--- src/rtl/route_pkg.sv ---
package route_pkg;
  localparam int unsigned NUM_PORTS = 5;
  localparam int unsigned P_LOCAL = 0;
  localparam int unsigned P_EAST  = 1;
  localparam int unsigned P_WEST  = 2;
  localparam int unsigned P_NORTH = 3;
  localparam int unsigned P_SOUTH = 4;

  typedef logic [NUM_PORTS-1:0] port_mask_t;

  typedef enum logic [1:0] {
    MODE_XY  = 2'd0,
    MODE_WF  = 2'd1,
    MODE_NL  = 2'd2,
    MODE_RSV = 2'd3
  } route_mode_e;

  typedef struct packed {
    logic east;
    logic west;
    logic north;
    logic south;
  } route_need_t;
endpackage

--- src/rtl/route_delta.sv ---
module route_delta
  import route_pkg::*;
#(
  parameter int unsigned COORD_W = 3
) (
  input  logic [COORD_W-1:0] cur_x_i,
  input  logic [COORD_W-1:0] cur_y_i,
  input  logic [COORD_W-1:0] dst_x_i,
  input  logic [COORD_W-1:0] dst_y_i,
  output route_need_t        need_o
);
  always_comb begin
    need_o.east  = dst_x_i > cur_x_i;
    need_o.west  = dst_x_i < cur_x_i;
    need_o.north = dst_y_i > cur_y_i;
    need_o.south = dst_y_i < cur_y_i;
  end
endmodule

--- src/rtl/route_turn_mask.sv ---
module route_turn_mask
  import route_pkg::*;
(
  input  route_need_t need_i,
  input  logic [1:0]  mode_i,
  output port_mask_t  mask_o
);
  logic any_move;
  logic horiz;
  assign any_move = need_i.east | need_i.west | need_i.north | need_i.south;
  assign horiz    = need_i.east | need_i.west;

  always_comb begin
    mask_o = '0;
    if (!any_move) begin
      mask_o[P_LOCAL] = 1'b1;
    end else begin
      unique case (route_mode_e'(mode_i))
        MODE_WF: begin
          if (need_i.west) begin
            mask_o[P_WEST] = 1'b1;
          end else begin
            mask_o[P_EAST]  = need_i.east;
            mask_o[P_NORTH] = need_i.north;
            mask_o[P_SOUTH] = need_i.south;
          end
        end
        MODE_NL: begin
          if (horiz || need_i.south) begin
            mask_o[P_EAST]  = need_i.east;
            mask_o[P_WEST]  = need_i.west;
            mask_o[P_SOUTH] = need_i.south;
          end else begin
            mask_o[P_NORTH] = 1'b1;
          end
        end
        default: begin
          if (horiz) begin
            mask_o[P_EAST] = need_i.east;
            mask_o[P_WEST] = need_i.west;
          end else begin
            mask_o[P_NORTH] = need_i.north;
            mask_o[P_SOUTH] = need_i.south;
          end
        end
      endcase
    end
  end
endmodule

--- src/rtl/route_pick_first.sv ---
module route_pick_first #(
  parameter int unsigned N = 5
) (
  input  logic [N-1:0] req_i,
  output logic [N-1:0] gnt_o
);
  logic [N:0] seen;
  assign seen[0] = 1'b0;

  for (genvar i = 0; i < N; i++) begin : g_chain
    assign gnt_o[i]   = req_i[i] & ~seen[i];
    assign seen[i+1]  = seen[i] | req_i[i];
  end
endmodule

--- src/rtl/mesh_turn_router.sv ---
module mesh_turn_router
  import route_pkg::*;
#(
  parameter int unsigned COORD_W = 3
) (
  input  logic               clk_i,
  input  logic               rst_ni,
  input  logic               valid_i,
  input  logic [1:0]         mode_i,
  input  logic [COORD_W-1:0] cur_x_i,
  input  logic [COORD_W-1:0] cur_y_i,
  input  logic [COORD_W-1:0] dst_x_i,
  input  logic [COORD_W-1:0] dst_y_i,
  output logic               valid_o,
  output logic [NUM_PORTS-1:0] port_o,
  output logic [NUM_PORTS-1:0] allow_o
);
  route_need_t need;
  port_mask_t  mask_d;
  port_mask_t  pick_d;

  route_delta #(.COORD_W(COORD_W)) u_delta (
    .cur_x_i(cur_x_i),
    .cur_y_i(cur_y_i),
    .dst_x_i(dst_x_i),
    .dst_y_i(dst_y_i),
    .need_o (need)
  );

  route_turn_mask u_mask (
    .need_i(need),
    .mode_i(mode_i),
    .mask_o(mask_d)
  );

  route_pick_first #(.N(NUM_PORTS)) u_pick (
    .req_i(mask_d),
    .gnt_o(pick_d)
  );

  always_ff @(posedge clk_i or negedge rst_ni) begin
    if (!rst_ni) begin
      valid_o <= 1'b0;
      port_o  <= '0;
      allow_o <= '0;
    end else begin
      valid_o <= valid_i;
      if (valid_i) begin
        port_o  <= pick_d;
        allow_o <= mask_d;
      end
    end
  end
endmodule

--- config.mk ---
export PLATFORM = sky130hd
export DESIGN_NAME = mesh_turn_router
export DESIGN_NICKNAME = d
export VERILOG_FILES = /design/src/rtl/route_pkg.sv /design/src/rtl/route_delta.sv /design/src/rtl/route_turn_mask.sv /design/src/rtl/route_pick_first.sv /design/src/rtl/mesh_turn_router.sv
export SDC_FILE = /design/constraint.sdc
export NUM_CORES = 1
export LEC_CHECK = 0
export ABC_AREA = 1
export BUFFER_PORTS_ARGS = -buffer_cell sky130_fd_sc_hd__buf_2
export CAP_MARGIN = 25
export CORE_MARGIN = 2
export CORE_UTILIZATION = 40
export DETAILED_ROUTE_END_ITERATION = 6
export PLACE_DENSITY_LB_ADDON = 0.1
export SLEW_MARGIN = 0
export SYNTH_ARGS = -nofsm -noshare
export SYNTH_HDL_FRONTEND = slang
export SYNTH_SLANG_ARGS = --single-unit
export TNS_END_PERCENT = 1
--- constraint.sdc ---
create_clock -name clk_i -period 0.8 [get_ports clk_i]
set_input_delay 0.16 -clock clk_i [delete_from_list [all_inputs] [get_ports clk_i]]
set_output_delay 0.16 -clock clk_i [all_outputs]
set_load 0.03 [all_outputs]
==> metrics.md, run 1 <==
| Metric | Value |
|---|---|
| Tot GR Track Use | `around 16%` |
| P&R area growth vs syn | `62.6%` |
| Status | `complete, but fails checks` |
| Failing checks | `setup timing` |
| Skew final | `0 ns` |
| WL/cell | `approximately 10 um` |
| VDD IR max | `approximately 0.94 mV` |
| # fillers | `approximately 130` |
| Die ar. | `roughly 0.002 mm^2` |
| PD cells | `roughly 1400 mW/mm^2` |
| Synthesis-stage register bit count | `9` |
| Post-DP HPWL | `around 1.1 mm` |
| Total CTS buffers | `3` |
| Static Leak | `about 0.00059 uW` |
| Worst hold slack | `~0.054 ns` |
| Fin nets | `144` |
| M1 WL | `between 500 and 600 um` |
| # setup viols final | `19` |
| H-tree depth | `1` |
| 1st-iter DRT viols | `7` |
| Synth area leaders | `dfrtp_1 35%, ha_1 15%, nand2_1 12%, inv_1 9.2%, nand2_2 3.9%` |
| IO Count | `28` |
| Met2 wire length | `745 um` |
| Synth Area in Adders | `~15%` |
| Cells after Synth | `slightly above 80` |
| TritonRoute pass-1 iters | `3` |
| Total power | `~1500 uW` |
| Largest net degree at the start of global routing | `10` |
| Sequential share of the synthesized area | `a little over a third` |
| Pins Over Slew Limit | `0` |
| Synth Area in Compound Gates | `3.66%` |
| CTS sink cnt | `9` |
| DIE HEIGHT | `44.3 um` |
| Starting density of the core | `43.1%` |
| Fmax | `between 0.9 and 1 GHz` |
| Worst-margin pin slew | `0.207 ns` |
| Crit path kind | `in -> reg` |
| Uppermost routed layer | `met3` |
| Period minus WS final | `1.03 ns` |
| Layout cells sized above 1 | `between 50% and 60%` |
| Yosys top cell by area | `dfrtp_1` |
| Post-synthesis xor/xnor area fraction | `0%` |
| Area of the multi-input gates | `around 430 um^2` |
| Clock root cell | `clkbuf_4` |
| Clk slew on worst S/H paths | `~0.06 ns` |
| Hold Fails Final Rpt | `0` |
| Mean Syn Cell Area | `between 7 and 8 um^2` |
| Synth Warn # | `0` |
| Simple-gate portion of the synthesized area | `32.4%` |
| Vias in the first global route | `597` |
| CP max FO | `3` |
| Post-CTS Setup Repair Bufs | `0` |
| Placement Setup Slack | `-0.508 ns` |
| DR vias | `approximately 630` |
| Register area | `roughly 230 um^2` |
| Tcrit/Tclk final | `129%` |
| Global-route wire length before repair | `roughly 2.3 mm` |
| Mapped Area | `649 um^2` |
| Initial antenna violation count | `0` |
| Critical path arrival | `about 1.2 ns` |
| DR DRC count | `0` |
| Syn Nets | `about 110` |
| Die W | `~44 um` |
| Clk_lat worst skew | `0.26 ns` |
| Endpoint required time on the critical path | `roughly 0.95 ns` |
| Slew headroom | `a little under nine tenths` |
| Hold crit path type | `in -> reg` |
| Yosys cell types | `19` |
| Max cap viols | `0` |
| Crit end category | `flip-flop` |
| Core area | `roughly 0.0015 mm^2` |
| Clock Tree Buf Depth | `2` |
| Vias per inst | `4.67` |
| Met3 wire length | `a little over 90 um` |
| Antenna Cells | `0` |
| Largest family of logic cells by synthesized area | `simple AND/OR/NAND/NOR gates` |
| Gr ovfl total | `0` |
| CTS tree | `yes` |
| Std cell rows | `14` |
| Post-route ant nets | `0` |
| Yosys top cell area share | `34.7%` |
| Unrepaired setup endpoints after global routing | `true` |
| Crit path setup slack, layout | `-0.232 ns` |
| Startpoint types | `input pin` |
| WL final | `1.40 mm` |
| Mux share of post-synthesis cell area | `0%` |
| Total negative slack | `-2.86 ns` |
| RePlAce Congestion | `about 0.8` |
| I/O Buffers | `27` |
## where the power goes
part	total, uW	switching, uW	internal, uW
Clock	343	151	192
Sequential	527	31.8	495
Combinational	622	335	287
Total	1490	518	973
## Yosys cell counts (all sizes together)
library cell / n
nand3b: 1
a21oi: 1
o21ai: 3
ha: 8
or2: 1
buf: 2
clkinv: 1
inv: 19
nand3: 6
nand4: 4
nand2: 24
nor2: 4
dfrtp: 9
## worst max-delay path, cell delays in order
cell	delay, ns
buf_6	0.07
inv_2	0.03
ha_4	0.29
nand2_4	0.06
nor2_4	0.14
nor2_4	0.06
nor2_4	0.10
nand3b_2	0.10
nand4_1	0.11
nand2_1	0.06
## sequential cells by signal (all words and copies together), names as in the netlist
signal / flops
port_o: 4
valid_o: 1
allow_o: 4
## final timing paths
check,cells past startpoint,slack [ns],startpoint,to
worst max register to register,2,0.15,allow_o[1],allow_o[1]
worst min register to register,2,0.50,port_o[3],port_o[3]
max in group asynchronous,2,0.33,rst_ni,port_o[3]
worst min-delay path,1,0.05,valid_i,valid_o
min in group asynchronous,2,0.29,rst_ni,allow_o[1]
worst max-delay path,10,-0.23,cur_x_i[2],port_o[3]
## metrics by stage
stage	area, um^2	cells	utilization [%]
6_report	1060	134	70.1
5_1_grt	1060	134	70.1
4_1_cts	987	134	65.5
3_5_place_dp	857	129	56.9
3_3_place_gp	857	129	56.9
2_1_floorplan	679	83	-
## cell type report
cell class                 count  share of cell area (%)
timing repair buffer          33                    26.2
clock buffer                   4                    2.49
multi-input combinational     52                    40.8
sequential                     9                    21.3
tap                           16                    1.90
inverter                      20                    7.35
## layout by cell type (no fill, tap or decap), types with 4 or more instances in the layout
cell,n
buf_6,15
buf_4,5
nand2_2,6
inv_1,11
nand4_1,4
dfrtp_1,9
nand3_1,4
ha_1,4
nand2_1,16
buf_2,12
ha_4,4
inv_2,7
## timing repair
item / CTS / global route
endpoints found under the hold margin: 9 / 0
resized for setup: 27 / 18
hold buffers: 1 / 0
endpoints found under the setup margin: 19 / 19
pin swaps: 2 / 7
## logic make-up (layout without fill, tap and decap cells)
group | Yosys count | in the layout
adders and majority gates | 8 | 8
and+or+nand+nor | 40 | 40
AOI/OAI and AO/OA | 4 | 4
buffers and inverters | 22 | 57
DFF | 9 | 9
## routing by layer
layer / global-route usage [%] / up-vias
li1: - / 326
met1: 18.9 / 281
met2: 27.4 / 19
met3: 6.12 / 0
met4: 3.64 / 0
met5: 0 / -
(Power assumes the default switching activity.)
==> inputs of run 2 (changes only) <==
- SYNTH_HIERARCHICAL: not set -> 1
==> run 2 against run 1 <==
Against the previous run: the run still ends with setup timing left; via count rose by 24%; sequential share of layout area rose by 1.8 points; combinational power rose by 38%; critical path depth rose by 4; synthesized cell count rose by 35%; cell area rose by 13%; highest routed layer unchanged; synthesized area rose by 18%.
==> metrics.md, run 2 <==
| Metric | Value |
|---|---|
| Layout cells sized above 1 | `39.7% (was 55.1%)` |
| P&R area growth vs syn | `55.6% (was 62.6%)` |
| DR DRC count | `0 (unchanged)` |
| Clock root cell | `clkbuf_4 (unchanged)` |
| Cells after Synth | `112 (was 83)` |
| WL final | `1.55 mm (was 1.40 mm)` |
| Max cap viols | `0 (unchanged)` |
| Unrepaired setup endpoints after global routing | `true (unchanged)` |
| Pins Over Slew Limit | `0 (unchanged)` |
| Starting density of the core | `43.3% (was 43.1%)` |
| EDFF count, synth | `0 (unchanged)` |
| Global-route wire length before repair | `2.28 mm (was 2.29 mm)` |
| # setup viols final | `21 (was 19)` |
| CP Cell Sequence | `buf_2 > inv_1 > ha_1 > nand2_1 > nor2_2 > nor2_4 > nor2_4 > nand3b_1 > nand2_1 > nor2_2 > buf_4 > buf_4 > nand2_1 > nand2_1 (was buf_6 > inv_2 > ha_4 > nand2_4 > nor2_4 > nor2_4 > nor2_4 > nand3b_2 > nand4_1 > nand2_1)` |
| Reg2Reg Capture Point | `allow_o[3] (was allow_o[1])` |
| Yosys top cell by area | `dfrtp_1 (unchanged)` |
| Synth Warn # | `6 (was 0)` |
| Period minus WS final | `1.42 ns (was 1.03 ns)` |
| Crit path kind | `in -> reg (unchanged)` |
| Biggest regs | `allow_o x5, port_o x5, valid_o x1 (was allow_o x4, port_o x4, valid_o x1)` |
| Met2 wire length | `856 um (was 745 um)` |
| Worst reg2reg path depth | `2 (unchanged)` |
| VDD IR max | `0.628 mV (was 0.941 mV)` |
| Final Core Density | `67.4% (was 70.1%)` |
| IO Count | `28 (unchanged)` |
| Tot GR Track Use | `13.6% (was 16.0%)` |
| Top post-synthesis cells by count | `44 x nand2_1, 21 x inv_1, 12 x nor2_1 (was 20 x nand2_1, 16 x inv_1, 9 x dfrtp_1)` |
| Most frequent CP cell | `nand2_1 (was nor2_4)` |
| H-tree depth | `1 (unchanged)` |
| Post-route ant nets | `0 (unchanged)` |
| Clock Tree Buf Depth | `2 (unchanged)` |
| Worst hold slack | `0.196 ns (was 0.0545 ns)` |
| CP peak stage delay | `0.29 ns (about the same)` |
| Critical path origin | `cur_y_i[2] (was cur_x_i[2])` |
| Crit path setup slack, layout | `-0.621 ns (was -0.232 ns)` |
| TritonRoute pass-1 iters | `4 (was 3)` |
| Die ar. | `0.00228 mm^2 (was 0.00196 mm^2)` |
| Std cell rows | `15 (was 14)` |
| Fmax | `0.704 GHz (was 0.969 GHz)` |
| Skew final | `0 ns (unchanged)` |
| Yosys top cell area share | `36.0% (was 34.7%)` |
| Startpoint types | `input pin (unchanged)` |
| Placement Setup Slack | `-0.905 ns (was -0.508 ns)` |
| Crit end category | `flip-flop (unchanged)` |
| I/O Buffers | `27 (unchanged)` |
| Slew headroom | `83.9% (was 86.2%)` |
| Endpoint required time on the critical path | `0.95 ns (about the same)` |
| Fin nets | `177 (was 144)` |
| CTS tree | `yes (unchanged)` |
| Post-DP HPWL | `1.18 mm (was 1.10 mm)` |
| Antenna Cells | `0 (unchanged)` |
| Initial antenna violation count | `0 (unchanged)` |
| Tcrit/Tclk final | `178% (was 129%)` |
| Total CTS buffers | `3 (unchanged)` |
| Largest net degree at the start of global routing | `12 (was 10)` |
| Vias per inst | `4.40 (was 4.67)` |
| Worst-margin pin slew | `0.242 ns (was 0.207 ns)` |
| Mean Syn Cell Area | `6.83 um^2 (was 7.82 um^2)` |
| Most frequent cell after synthesis | `nand2_1 (unchanged)` |
| Synth Flop Type | `dfrtp_1 (unchanged)` |
| Synth area leaders | `dfrtp_1 36%, nand2_1 22%, ha_1 13%, inv_1 10%, nor2_2 6.5% (was dfrtp_1 35%, ha_1 15%, nand2_1 12%, inv_1 9.2%, nand2_2 3.9%)` |
| PD cells | `1590 mW/mm^2 (was 1410 mW/mm^2)` |
| DR vias | `775 (was 626)` |
| Critical path arrival | `1.57 ns (was 1.18 ns)` |
| Clock network power share | `19.0% (was 23.0%)` |
| WL/cell | `8.79 um (was 10.5 um)` |
| Switch Pwr | `686 uW (was 518 uW)` |
| Hold crit path type | `in -> reg (unchanged)` |
| Met3 wire length | `59 um (was 93 um)` |
| Power share of the combinational group | `45.3% (was 41.7%)` |
| Switching Share | `36.2% (was 34.7%)` |
| Setup crit end | `allow_o[3] (was port_o[3])` |
| R2R Path Start | `allow_o[3] (was allow_o[1])` |
| Clk_lat worst skew | `0.25 ns (was 0.26 ns)` |
| P_int | `1210 uW (was 973 uW)` |
| M1 WL | `631 um (was 565 um)` |
| Slowest cell on the critical path | `ha_1 (was ha_4)` |
| Most frequent cells in the layout | `41 x nand2_1, 18 x inv_1, 14 x buf_6 (was 16 x nand2_1, 15 x buf_6, 12 x buf_2)` |
| Vias in the first global route | `621 (was 597)` |
| Syn Nets | `137 (was 108)` |
| Hold Fails Final Rpt | `0 (unchanged)` |
| Core area | `0.00176 mm^2 (was 0.00151 mm^2)` |
| Synthesis-stage register bit count | `11 (was 9)` |
| Fraction of registers with async set or reset after synthesis | `100% (unchanged)` |
| Yosys cell types | `14 (was 19)` |
| CP max FO | `3 (unchanged)` |
| Mapped Area | `764 um^2 (was 649 um^2)` |
| DIE HEIGHT | `47.7 um (was 44.3 um)` |
| CTS sink cnt | `11 (was 9)` |
| RePlAce Congestion | `0.803 (was 0.816)` |
| Uppermost routed layer | `met3 (unchanged)` |
| Static Leak | `0.000689 uW (was 0.000585 uW)` |
| Status | `complete, but fails checks (unchanged)` |
| Gr ovfl total | `0 (unchanged)` |
| R2R setup slack | `0.18 ns (was 0.15 ns)` |
| Die W | `47.7 um (was 44.3 um)` |
| Failing checks | `setup timing (unchanged)` |
| Sequential share of the synthesized area | `36.0% (was 34.7%)` |
| Clk slew on worst S/H paths | `0.07 ns (was 0.06 ns)` |
| Sequential Power Share | `35.7% (was 35.3%)` |
| 1st-iter DRT viols | `8 (was 7)` |
| Commonest non-fill, non-tap cell in the layout | `nand2_1 (unchanged)` |
-- run 2: worst min-delay path by stage --
| stage | cells after the start | slack, ns | startpoint | endpoint |
|---|---|---|---|---|
| finish | 3 | 0.20 | valid_i | port_o[3] |
| global route | 3 | 0.20 | valid_i | allow_o[3] |
| CTS | 3 | 0.19 | valid_i | allow_o[3] |
| detailed placement | 1 | 0.04 | rst_ni | port_o[2] |
| global placement | 1 | 0.03 | rst_ni | allow_o[3] |
| floorplan | 0 | -0.14 | rst_ni | allow_o[0] |
-- run 2: stage by stage --
step | instance area (um^2) | cells | power (uW) | setup TNS, ns
global placement | 1010 | 170 | 1340 | -7.24
CTS | 1120 | 175 | 1830 | -6.37
finish | 1190 | 176 | 1890 | -6.15
global route | 1190 | 176 | 2040 | -7.44
detailed placement | 1010 | 170 | 1350 | -7.51
floorplan | 800 | 112 | 1120 | -4.77
-- run 2: final cells by class --
| type | instances | area [um^2] |
|---|---|---|
| fillers | 178 | 574 |
| multi-input cells | 77 | 467 |
| flip-flops and latches | 11 | 275 |
| clock buffers | 4 | 26.3 |
| well taps | 25 | 31.3 |
| repair buffers | 37 | 300 |
| inverters | 22 | 90.1 |
-- run 2: logic make-up (layout without fill, tap and decap cells) --
family / Yosys count / in the layout / share of synthesized area (%)
compound gates: 2 / 2 / 1.31
fa+ha+maj: 8 / 8 / 13.1
buf+inv: 24 / 63 / 13.3
flops: 11 / 11 / 36.0
simple gates: 67 / 67 / 36.3
-- run 2: critical path: cells and delay by family --
kind	cells	cell delay, ns
buffers and inverters	4	0.33
AND/OR/NAND/NOR	9	0.78
adder cells (fa/ha/maj)	1	0.29
-- run 2: what timing repair did --
| item | 4_1_cts | 5_1_grt |
|---|---|---|
| endpoints found under the setup margin | 21 | 21 |
| hold endpoints to repair | 11 | 0 |
| setup buffers | 0 | 1 |
| pin swaps | 11 | 18 |
| gates resized for setup | 24 | 17 |
| hold buffers | 1 | 0 |
-- run 2: power groups by stage --
stage                     Combinational, uW  Clock [uW]  Sequential [uW]
final                                   857         360              677
after global routing                    942         412              686
after detailed placement                684           0              668
after floorplan                         308           0              813
after CTS                               778         373              675
after global placement                  671           0              665
-- run 2: metal layers --
| layer | vias up | track usage, % |
|---|---|---|
| met3 | 0 | 1.13 |
| li1 | 406 | - |
| met4 | 0 | 4.86 |
| met5 | - | 0 |
| met1 | 347 | 15.9 |
| met2 | 22 | 25.3 |
